[src/rtl/wrs_pkg.sv]
package wrs_pkg;

    typedef enum logic [1:0] {
        TMO_SHORT = 2'd0,
        TMO_MID   = 2'd1,
        TMO_LONG  = 2'd2,
        TMO_OFF   = 2'd3
    } tmo_code_e;

    typedef struct packed {
        logic      on;
        tmo_code_e code;
    } wd_cfg_t;

    function automatic wd_cfg_t make_cfg(input logic en, input logic [1:0] sel);
        wd_cfg_t c;
        c.code = tmo_code_e'(sel);
        c.on   = en && (c.code != TMO_OFF);
        return c;
    endfunction

    function automatic int unsigned max3(input int unsigned a, input int unsigned b,
                                         input int unsigned c);
        int unsigned m;
        m = (a > b) ? a : b;
        return (m > c) ? m : c;
    endfunction

    function automatic int unsigned pick_limit(input tmo_code_e code, input int unsigned a,
                                               input int unsigned b, input int unsigned c);
        case (code)
            TMO_SHORT: return a;
            TMO_MID:   return b;
            default:   return c;
        endcase
    endfunction

endpackage

[src/rtl/wrs_kick_sync.sv]
module wrs_kick_sync #(
    parameter int unsigned STAGES = 2
) (
    input  logic clk,
    input  logic rst,
    input  logic din,
    output logic fall
);
    logic [STAGES-1:0] sync_q;
    logic              last_q;

    always_ff @(posedge clk) begin
        if (rst) begin
            sync_q <= '0;
            last_q <= 1'b0;
        end else begin
            sync_q <= {sync_q[STAGES-2:0], din};
            last_q <= sync_q[STAGES-1];
        end
    end

    assign fall = last_q && !sync_q[STAGES-1];
endmodule

[src/rtl/wrs_wdog.sv]
module wrs_wdog
    import wrs_pkg::*;
#(
    parameter int unsigned TMO_A = 10,
    parameter int unsigned TMO_B = 20,
    parameter int unsigned TMO_C = 40
) (
    input  logic    clk,
    input  logic    rst,
    input  logic    clr,
    input  logic    kick,
    input  wd_cfg_t cfg,
    output logic    expire
);
    localparam int unsigned TMAX = max3(TMO_A, TMO_B, TMO_C);
    localparam int unsigned CW   = $clog2(TMAX + 1);

    logic [CW-1:0] cnt_q;
    logic [CW-1:0] lim_m1;

    always_comb begin
        lim_m1 = CW'(pick_limit(cfg.code, TMO_A, TMO_B, TMO_C) - 1);
    end

    assign expire = cfg.on && (cnt_q >= lim_m1);

    always_ff @(posedge clk) begin
        if (rst || clr || !cfg.on || kick || expire) begin
            cnt_q <= '0;
        end else begin
            cnt_q <= cnt_q + 1'b1;
        end
    end
endmodule

[src/rtl/wrs_hold_ctl.sv]
module wrs_hold_ctl #(
    parameter int unsigned HOLD_CYC = 20
) (
    input  logic clk,
    input  logic rst,
    input  logic supply_ok,
    input  logic wd_expire,
    output logic active
);
    localparam int unsigned HW = $clog2(HOLD_CYC + 1);

    logic [HW-1:0] hold_q;

    always_ff @(posedge clk) begin
        if (rst || !supply_ok) begin
            active <= 1'b1;
            hold_q <= '0;
        end else if (active) begin
            if (hold_q == HW'(HOLD_CYC - 1)) begin
                active <= 1'b0;
                hold_q <= '0;
            end else begin
                hold_q <= hold_q + 1'b1;
            end
        end else if (wd_expire) begin
            active <= 1'b1;
            hold_q <= '0;
        end
    end
endmodule

[src/rtl/wdog_rst_supervisor.sv]
module wdog_rst_supervisor
    import wrs_pkg::*;
#(
    parameter int unsigned HOLD_CYC = 10_000_000,
    parameter int unsigned TMO_A    = 7_500_000,
    parameter int unsigned TMO_B    = 30_000_000,
    parameter int unsigned TMO_C    = 70_000_000
) (
    input  logic       clk,
    input  logic       rst,
    input  logic       supply_ok,
    input  logic       cs_kick_n,
    input  logic [1:0] tmo_sel,
    input  logic       wd_en,
    output logic       rst_n_out
);
    logic    kick;
    logic    wd_expire;
    logic    hold_active;
    wd_cfg_t cfg;

    assign cfg = make_cfg(wd_en, tmo_sel);

    wrs_kick_sync #(.STAGES(2)) u_sync (
        .clk  (clk),
        .rst  (rst),
        .din  (cs_kick_n),
        .fall (kick)
    );

    wrs_wdog #(.TMO_A(TMO_A), .TMO_B(TMO_B), .TMO_C(TMO_C)) u_wdog (
        .clk    (clk),
        .rst    (rst),
        .clr    (hold_active),
        .kick   (kick),
        .cfg    (cfg),
        .expire (wd_expire)
    );

    wrs_hold_ctl #(.HOLD_CYC(HOLD_CYC)) u_hold (
        .clk       (clk),
        .rst       (rst),
        .supply_ok (supply_ok),
        .wd_expire (wd_expire),
        .active    (hold_active)
    );

    assign rst_n_out = !hold_active;
endmodule

[config.mk]
export PLATFORM = sky130hd
export DESIGN_NAME = wdog_rst_supervisor
export DESIGN_NICKNAME = d
export VERILOG_FILES = /design/src/rtl/wrs_pkg.sv /design/src/rtl/wrs_kick_sync.sv /design/src/rtl/wrs_wdog.sv /design/src/rtl/wrs_hold_ctl.sv /design/src/rtl/wdog_rst_supervisor.sv
export SDC_FILE = /design/constraint.sdc
export NUM_CORES = 1
export LEC_CHECK = 0
export BUFFER_PORTS_ARGS = -buffer_cell sky130_fd_sc_hd__buf_2
export CORE_UTILIZATION = 40
export CTS_CLUSTER_DIAMETER = 80
export DETAILED_ROUTE_END_ITERATION = 8
export GPL_TIMING_DRIVEN = 0
export RECOVER_POWER = 50
export SETUP_SLACK_MARGIN = 0.02
export SYNTH_ARGS = -nofsm -noshare
export SYNTH_HDL_FRONTEND = slang
export SYNTH_SLANG_ARGS = --single-unit
[constraint.sdc]
create_clock -name clk -period 2.8 [get_ports clk]
set_input_delay 0.28 -clock clk [delete_from_list [all_inputs] [get_ports clk]]
set_output_delay 0.28 -clock clk [all_outputs]
set_load 0.005 [all_outputs]
* Word level (Yosys, flattened, before mapping)
Index checks and enable logic that the tools add are counted.
** Word-level totals
- Output and inout port bits :: 1
- Word-level logic and storage cells :: 33
- Bits in registers :: 55
- Input port bits :: 7
** Operators by class
- Magnitude comparators :: 1
- $add $sub $neg :: 3
- Muxes and demuxes :: 7
- Reductions and logical operators :: 14
- Equal/unequal tests :: 3
** Operators with widths (count)
- 24-bit 2-to-1 mux :: 3
- 27-bit one-hot mux with 2 select lines :: 1
- 27-bit by 1-bit adder with 27-bit output (second input constant) :: 1
- 27-bit greater-or-equal comparator :: 1
- 27-bit by 1-bit subtractor with 27-bit output (second input constant) :: 1
- 24-bit by 1-bit adder with 24-bit output (second input constant) :: 1
- 24-bit == test (second input constant) :: 1
- 1-bit logical OR :: 5
- 1-bit zero test :: 4
- 1-bit logical AND :: 3
- 1-bit 2-to-1 mux :: 3
- 2-bit by 1-bit == test with 1-bit output (second input constant) :: 1
- 2-bit zero test :: 1
- 2-bit inequality test (second input constant) :: 1
- 2-bit nonzero test :: 1

* Logic depth before layout (Yosys ltp)
Gate-level depths: netlist of run 1.
- Depth in word-level cells :: 7
- Gate-level depth with buffers :: 11
- Gate-level depth less buffers :: 9

* Hierarchy
A second synthesis of run 1 with hierarchy kept.
** Second synthesis, totals
- Cell total of the unflattened synthesis :: 361
- Area, all modules :: 3180.6 sq um
** By module, submodules not included
- wrs_wdog :: area each 1757.9 sq um, cells each 193, instances 1, seq. area each 540.5 sq um
- wrs_hold_ctl :: area each 1320.0 sq um, cells each 159, instances 1, seq. area each 500.5 sq um
- wrs_kick_sync :: area each 87.6 sq um, cells each 7, instances 1, seq. area each 60.1 sq um
- wdog_rst_supervisor :: area each 15.0 sq um, cells each 2, instances 1, seq. area each 0.0 sq um

* Worst setup path after synthesis of run 1
No wires, ideal clock.
- Kind :: input to register
- Start :: input tmo_sel[1]
- End :: register u_hold.hold_q[15]
- Required time :: 2725 ps
- Path slack :: 292 ps
- Library setup time :: 75 ps
- Buffers on the path :: 2
- Arrival :: 2433 ps
- Cell stages on the path :: 10
- Cells stage by stage :: buf_4 and2b_2 inv_1 ha_1 a211o_1 a221o_1 a311oi_2 a31oi_4 buf_6 o22ai_1
** Between the ends
- Word-level cells in the longest chain between the ends :: 6
- Elaborated cells on any way between the ends :: 9
- Those cells by class :: add/sub: 1; order compare: 1; eq/ne: 2; mux: 1; reduce/logical: 4
** RTL lines
- from (decl) :: RTL line wdog_rst_supervisor.sv:13 : input logic [1:0] tmo_sel,
- 2-bit by 1-bit == test with 1-bit output / 2-bit zero test (equally long branches) :: RTL line wrs_pkg.sv:31 : case (code)
- 27-bit one-hot mux with 2 select lines :: RTL line wrs_pkg.sv:31
- 27-bit by 1-bit subtractor with 27-bit output :: RTL line wrs_wdog.sv:22 : lim_m1 = CW'(pick_limit(cfg.code, TMO_A, TMO_B, TMO_C) - 1);
- 27-bit greater-or-equal comparator :: RTL line wrs_wdog.sv:25 : assign expire = cfg.on && (cnt_q >= lim_m1);
- 1-bit logical AND * :: RTL line wrs_wdog.sv:25
- 2-bit nonzero test (no line) *
- to (signal assigned) :: RTL line wrs_hold_ctl.sv:23 : hold_q <= hold_q + 1'b1;
- to (decl) :: RTL line wrs_hold_ctl.sv:12 : logic [HW-1:0] hold_q;
Mark *: on every way between the ends. The rest lies on a longest branch, timed or not.
A chain may end at the register's enable or synchronous reset.

* Final worst setup path of run 1
- Start :: input tmo_sel[1]
- End :: register u_wdog.cnt_q[16]
** Between the ends
- Word-level cells in the longest chain between the ends :: 6
- Elaborated cells on any way between the ends :: 12
- Those cells by class :: add/sub: 1; order compare: 1; eq/ne: 2; mux: 1; reduce/logical: 7
** RTL lines
- 2-bit by 1-bit == test with 1-bit output (tied with other cells) :: RTL line wrs_pkg.sv:31
- 27-bit one-hot mux with 2 select lines / 1-bit logical AND (equally long branches) :: RTL line wrs_pkg.sv:31, wrs_pkg.sv:18
- 27-bit by 1-bit subtractor with 27-bit output / 1-bit zero test (equally long branches) :: RTL line wrs_wdog.sv:22, wrs_wdog.sv:28
- 27-bit greater-or-equal comparator / 1-bit logical OR (equally long branches) :: RTL line wrs_wdog.sv:25, wrs_wdog.sv:28
- 1-bit logical AND / 1-bit logical OR (equally long branches) :: RTL line wrs_wdog.sv:25, wrs_wdog.sv:28
- 1-bit logical OR * :: RTL line wrs_wdog.sv:28 : if (rst || clr || !cfg.on || kick || expire) begin
- to (signal assigned) :: RTL line wrs_wdog.sv:31 : cnt_q <= cnt_q + 1'b1;
- to (decl) :: RTL line wrs_wdog.sv:18 : logic [CW-1:0] cnt_q;
Marks and branches as above.

==> impl_results.md, run 1 <==
- Deepest clock path buffer count: 2
- Required @ worst endpoint: 3.05 ns
- Switching power: 312 µW
- Max Cap Viol: 0
- Clock sink total: 55
- Syn nets: around 390
- Syn Std Cell Area: 0.00322 mm²
- Die width: 91.7 µm
- Clock Skew: 0.0145 ns
- Library cells used by synthesis: 59
- Asr flop ratio synth: 0
- CP Capture Type: flop
- Number of global-route vias before repair: around 2500
- Root Buffer: clkbuf_8
- Cell taking the most area after synthesis: dfxtp_1
- Mapped Avg Cell Area: between 8 and 9 µm²
- CTS Buf Count: 5
- Top FF cell, synth: dfxtp_1
- Die height: 91.7 µm
- Max Freq: 384 MHz
- Status: finished, final reports clean
- Row count: 32
- Slew Limit Headroom: 0.492
- Final Cycle Share: 0.931
- DRT antenna net count: 0
- Total GRT Usage: 0.166
- Fin area: approximately 0.0035 mm²
- IO buf count: 6
- Area share of the largest cell type after synthesis: 0.342
- Worst slew pin tran: 0.760 ns
- Core Util, Final: 0.446
- Pleak: 1.08 nW
- Placed Instances: 473
- Routed wire length: 6.38 mm
- Largest net degree at the start of global routing: 18
- Power Total: 1.30 mW
- Synth warnings: 0
- Final hold vios: 0
- Final setup viols: 0
- Post CTS Setup Buffer Count: 0
- Placed Area: 0.00337 mm²
- Max incr delay on CP: between 0.3 and 0.4 ns
- Syn-to-layout area delta: 7.67%
- Core Footprint: between 0.007 and 0.008 mm²
- Via Count: around 2500
- Average vias per placed instance: about 5.3
- Synth Instances: 365
- Remaining DRCs: 0
- Starting Density: 0.414
- Clock network power share: 0.349
- Overflow after GRT: 0
- Clock transition at path regs: 0.11 ns
- Comb power frac: 0.045
- Worst hold slack: about 0.17 ns
- First-pass GRT wire length: 11.5 mm
- Flop pwr share: 0.606
- Final nets: 401
- Slew Viols, Final: 0
- HPWL after detailed placement: between 4 and 5 mm
- Crit path max fanout: 10
- Share of layout cells above drive strength 1: 0.121
- Internal: 985 µW
- Post-synthesis sequential area ratio: 0.342
- Worst Setup Start Kind: input pin
- Wire per inst: 13.3 µm
- Count of flip-flops with a built-in enable after synthesis: 0
- Worst vdd ir: 0.191 mV
- CTS resizes: 0
- Hold WC Path Type: input pin to flop
- Fin cells: 481
- Area contributors post-synth: dfxtp_1 34%, xnor2_1 7.9%, ha_1 6.2%, nand2_1 4.8%, xor2_1 4.1%
- Crit path time final: 2.61 ns
- Diode count: 0
- Arrival time at the worst endpoint: approximately 2.9 ns
- Slowest cell on the critical path: a221o_1
- CTS H-tree lvls: 2
- IO Pins: 8
- Register bit count reported by yosys: 55
- RSZ-0062 raised after global routing: true
- Worst path cell trace: buf_2, buf_4, and2b_2, inv_1, ha_1, a211o_1, a221o_1, a31oi_1, nand4_4, buf_6, nor2_4
- Pwr/cell area: 375 mW/mm²
- CTS Hold Bufs: 0
- Antenna violations before repair: 0
- Routability Congestion: 0.821
- TritonRoute pass-1 iters: 4
- Die Footprint: 0.00840 mm²
- Sw Share: 0.241
- # fillers: 802
- TritonCTS clock tree: yes
- Initial DRC count: 38
- Clock latency on the worst-skew pair: 0.31 ns
- Critical path type: input pin to flop
[metrics by stage]
stage,worst slack [ns],setup TNS (ns)
finish,0.193,0
global route,0.00735,0
CTS,0.172,0
detailed placement,-0.159,-4.61
global placement,-0.109,-3.27
floorplan,0.292,0
[synth_stat cells, types with 3 or more instances]
library cell  number
a21o_1             3
ha_1              16
o22ai_1           19
xor2_1            15
o21ai_0            9
or3_1              3
a31oi_1            5
dfxtp_1           55
nand2_1           41
inv_1             12
buf_6              4
clkbuf_1           7
nand4_1           11
nor2b_1            6
xnor2_1           29
nor2_1            34
a21oi_1            4
nor4_1             3
nand3_1           20
and3_1             8
nor3_1             7
nor2_4            10
[worst max-delay path: cells and delay by family]
kind | cells | cell delay, ns
buffers and inverters | 4 | 0.77
adders and majority gates | 1 | 0.28
and+or+nand+nor | 3 | 0.60
AOI/OAI and AO/OA | 3 | 0.91
[worst paths after layout]
kind,startpoint,end,slack (ns),cells after the start
worst max-delay path,tmo_sel[1],u_wdog.cnt_q[16]$_SDFF_PP0_,0.19,11
worst min-delay path,rst,u_sync.sync_q[1]$_SDFF_PP0_,0.17,2
worst max register to register,u_hold.hold_q[0]$_SDFFE_PP0P_,u_hold.hold_q[21]$_SDFFE_PP0P_,0.50,7
worst min register to register,u_sync.sync_q[1]$_SDFF_PP0_,u_sync.last_q$_SDFF_PP0_,0.44,2
[layout make-up]
cell class                      instances  area, µm²  share of cell area
Multi-Input combinational cell        283       1970               0.570
Sequential cell                        55       1100               0.318
Tap cell                              102        128              0.0369
Buffer                                 14       91.3              0.0264
Clock buffer                            6       72.6              0.0210
Inverter                               13       48.8              0.0141
Timing Repair Buffer                    6       30.0             0.00867
Clock inverter                          2       16.3             0.00470
[cell usage in the layout, fill, tap and decap left out, types with 11 or more instances in the layout]
cell / count
nor2_1: 34
nand4_1: 11
ha_1: 16
xor2_1: 15
inv_1: 12
nand2_1: 41
dfxtp_1: 55
nand3_1: 20
o22ai_1: 19
xnor2_1: 29
[power groups by stage]
stage	logic [mW]	registers (mW)	clock network [mW]
2_1_floorplan	0.0408	0.804	0
3_3_place_gp	0.0569	0.805	0
3_5_place_dp	0.0580	0.805	0
4_1_cts	0.0583	0.787	0.473
5_1_grt	0.0658	0.788	0.506
6_report	0.0578	0.787	0.453
[registers in the layout, summed over array words and instances (netlist names)]
register	flops
u_wdog.cnt_q	27
u_hold.hold_q	24
u_sync.sync_q	2
u_hold.active	1
u_sync.last_q	1
[logic make-up (layout without fill, tap and decap cells)]
logic type	Yosys count	count (layout)	share of synthesized area
XOR/XNOR	44	44	0.120
flip-flops	55	55	0.342
buffers and inverters	27	41	0.0436
multiplexers	1	1	0.00311
adder cells (fa/ha/maj)	17	17	0.0658
AND/OR/NAND/NOR	161	161	0.282
AO/OA/AOI/OAI	60	60	0.143
[routing by layer]
layer  vias up  routed length, µm  track usage
li1       1324                  -            -
met1      1195               3100        0.206
met5         -                  0            0
met2        11               3120        0.297
met4         0                 72       0.0437
met3         7                 96       0.0274
No activity file was read; power rests on OpenSTA's default activity.
==> inputs of run 2 (changes only) <==
--- a/config.mk
+++ b/config.mk
@@ -6,7 +6,7 @@
 export NUM_CORES = 1
 export LEC_CHECK = 0
 export BUFFER_PORTS_ARGS = -buffer_cell sky130_fd_sc_hd__buf_2
-export CORE_UTILIZATION = 40
+export CORE_UTILIZATION = 30
 export CTS_CLUSTER_DIAMETER = 80
 export DETAILED_ROUTE_END_ITERATION = 8
 export GPL_TIMING_DRIVEN = 0
@@ -14,4 +14,5 @@
 export SETUP_SLACK_MARGIN = 0.02
 export SYNTH_ARGS = -nofsm -noshare
 export SYNTH_HDL_FRONTEND = slang
+export SYNTH_HIERARCHICAL = 1
 export SYNTH_SLANG_ARGS = --single-unit
==> run 2 against run 1 <==
Net effect: flip-flop and latch count unchanged; sequential power about the same; count of clock-buffer cells in the layout did not move; synthesized cell count fell by 1.1%; critical endpoint is now u_hold/hold_q[9]$_SDFFE_PP0P_; clock skew is 0.0035 ns lower; combinational power decreased by 7.6%; critical path depth increased by 1; via count increased by 3.5%; global-route usage shrank 3.8 points; die area grew 31%.
==> impl_results.md, run 2 <==
- Post-synthesis sequential area ratio: 0.346
- Biggest register: u_wdog/cnt_q
- Remaining DRCs: 0
- Worst slew pin tran: 0.740 ns
- Syn Std Cell Area: 0.00318 mm²
- Slew Limit Headroom: 0.502
- Wire per inst: between 10 and 15 µm
- Arrival time at the worst endpoint: 2.79 ns
- Final nets: roughly 410
- First-pass GRT wire length: 11.6 mm
- Metal-1 WL: 3.39 mm
- Area contributors post-synth: dfxtp_1 35%, ha_1 8.7%, xnor2_1 5.2%, nor3_1 4.4%, nand3_1 3.9%
- Most common cell in the netlist: dfxtp_1
- HPWL after detailed placement: ~5 mm
- Share of layout cells above drive strength 1: 0.138
- Fin cells: slightly above 500
- Pleak: 1.26 nW
- Asr flop ratio synth: 0
- Pwr/cell area: roughly 360 mW/mm²
- CTS Hold Bufs: 0
- Overflow after GRT: 0
- TNS Setup: 0 ns
- Clock latency on the worst-skew pair: 0.31 ns
- Slew Viols, Final: 0
- Max Freq: 388 MHz
- Top FF cell, synth: dfxtp_1
- Max reg flops: 27
- Die height: 105 µm
- Clock transition at path regs: 0.10 ns
- Fin area: 0.00352 mm²
- TritonCTS clock tree: yes
- Diode count: 0
- Critical path type: input pin to flop
- Met3 wire length: 247 µm
- Clock Skew: 0.0110 ns
- Status: finished, final reports clean
- Switching power: 300 µW
- RSZ-0062 raised after global routing: false
- Die Footprint: 0.0110 mm²
- Syn-to-layout area delta: 10.6%
- Required @ worst endpoint: 3.01 ns
- Clock network power share: 0.344
- Placed Instances: ~500
- Routed wire length: between 6 and 7 mm
- Cell taking the most area after synthesis: dfxtp_1
- IO buf count: 7
- Deepest clock path buffer count: 2
- Core Footprint: about 0.010 mm²
- Commonest non-fill, non-tap cell in the layout: dfxtp_1
- Commonest cells in the netlist: 55 x dfxtp_1, 29 x nor2_1, 28 x nor3_1
- Power Total: 1.28 mW
- Library cells used by synthesis: 56
- Mapped Avg Cell Area: 8.81 µm²
- Crit path time final: 2.58 ns
- Initial DRC count: between 70 and 80
- Register bit count reported by yosys: 55
- Routability Congestion: 0.828
- Antenna violations before repair: 0
- Number of global-route vias before repair: 2456
- Max Cap Viol: 0
- IO Pins: 8
- Clock sink total: 55
- Highest Signal Layer: met4
- Row count: 37
- Final setup viols: 0
- Placed Area: approximately 0.0034 mm²
- Synth Instances: 361
- Commonest cells after routing, fill and taps aside: 55 x dfxtp_1, 30 x nor3_1, 27 x nor2_1, 25 x nand3_1
- Comb power frac: 0.042
- Synth warnings: 6
- Starting Density: 0.308
- Count of flip-flops with a built-in enable after synthesis: 0
- Sw Share: 0.234
- DRT antenna net count: 0
- CP Capture Type: flop
- # fillers: between 1000 and 1500
- Worst vdd ir: between 0.2 and 0.25 mV
- Largest net degree at the start of global routing: 17
- Final hold vios: 0
- Syn nets: 390
- CTS Buf Count: 5
- Via Count: 2626
- Flop pwr share: 0.614
- CTS H-tree lvls: 2
- TritonRoute pass-1 iters: 4
- Total GRT Usage: 0.128
- Average vias per placed instance: 5.11
- Final Cycle Share: 0.920
- Root Buffer: clkbuf_8
- Worst Setup Start Kind: input pin
- WL met2: 3.14 mm
- Hold WC Path Type: input pin to flop
- Largest regs: u_wdog/cnt_q x27, u_hold/hold_q x24, u_sync/sync_q x2
- Area share of the largest cell type after synthesis: 0.346
- Crit path max fanout: 7
- Die width: 105 µm
- Internal: 981 µW
[run 2: cells by family after synthesis]
family	after synthesis	share of synthesized area
flops	55	0.346
simple gates	166	0.314
xor+xnor	33	0.0909
compound gates	56	0.122
fa+ha+maj	22	0.0865
mux	2	0.00629
buf+inv	27	0.0342
[run 2: layer usage]
layer | track usage | vias up
li1 | - | 1347
met1 | 0.174 | 1238
met2 | 0.207 | 34
met3 | 0.0218 | 7
met4 | 0.0352 | 0
met5 | 0 | -
[run 2: area by class of cell]
| type | instances | area, µm² | area share |
|---|---|---|---|
| Buffer | 9 | 40.0 | 0.0114 |
| Clock buffer | 6 | 72.6 | 0.0206 |
| Clock inverter | 2 | 12.5 | 0.00356 |
| Inverter | 17 | 63.8 | 0.0181 |
| Multi-Input combinational cell | 279 | 2000 | 0.569 |
| Sequential cell | 55 | 1100 | 0.313 |
| Tap cell | 136 | 170 | 0.0484 |
| Timing Repair Buffer | 10 | 56.3 | 0.0160 |
[run 2: per-stage QoR]
step,utilization,hold slack [ns],setup WS (ns)
global route,0.341,0.170,0.0233
finish,0.341,0.175,0.224
CTS,0.339,0.165,0.0371
floorplan,-,0.352,0.0483
global placement,0.328,0.426,-0.668
detailed placement,0.328,0.428,-0.686
[run 2: path summary, 6_finish.rpt]
kind	start	endpoint	slack, ns	cells after the start
setup / recovery	tmo_sel[1]	u_hold/hold_q[9]$_SDFFE_PP0P_	0.22	12
hold / removal	cs_kick_n	u_sync/sync_q[0]$_SDFF_PP0_	0.17	2
setup reg to reg	u_wdog/cnt_q[17]$_SDFF_PP0_	u_hold/hold_q[9]$_SDFFE_PP0P_	0.31	10
hold reg to reg	u_sync/sync_q[0]$_SDFF_PP0_	u_sync/sync_q[1]$_SDFF_PP0_	0.45	1
[run 2: power by group through the flow]
stage	Combinational [mW]	Clock (mW)	Sequential [mW]
6_report	0.0534	0.441	0.787
5_1_grt	0.0596	0.500	0.787
4_1_cts	0.0534	0.460	0.787
3_5_place_dp	0.0523	0	0.805
3_3_place_gp	0.0506	0	0.805
2_1_floorplan	0.0351	0	0.804
[run 2: repair_timing]
action | in CTS | in global routing
gates cloned | 0 | 0
setup endpoints to repair | 15 | 15
resized for setup | 6 | 3
buffers inserted | 0 | 3
pin swaps | 0 | 1
[run 2: critical path: stages]
cell and delay [ns]:
buf_2 0.12, or2_2 0.37, ha_1 0.32, a41o_1 0.23
a21oi_1 0.16, o221a_2 0.27, o22ai_4 0.11, o21a_1 0.23
or2_2 0.38, nand3_1 0.13, xor2_1 0.15, nor2_1 0.05
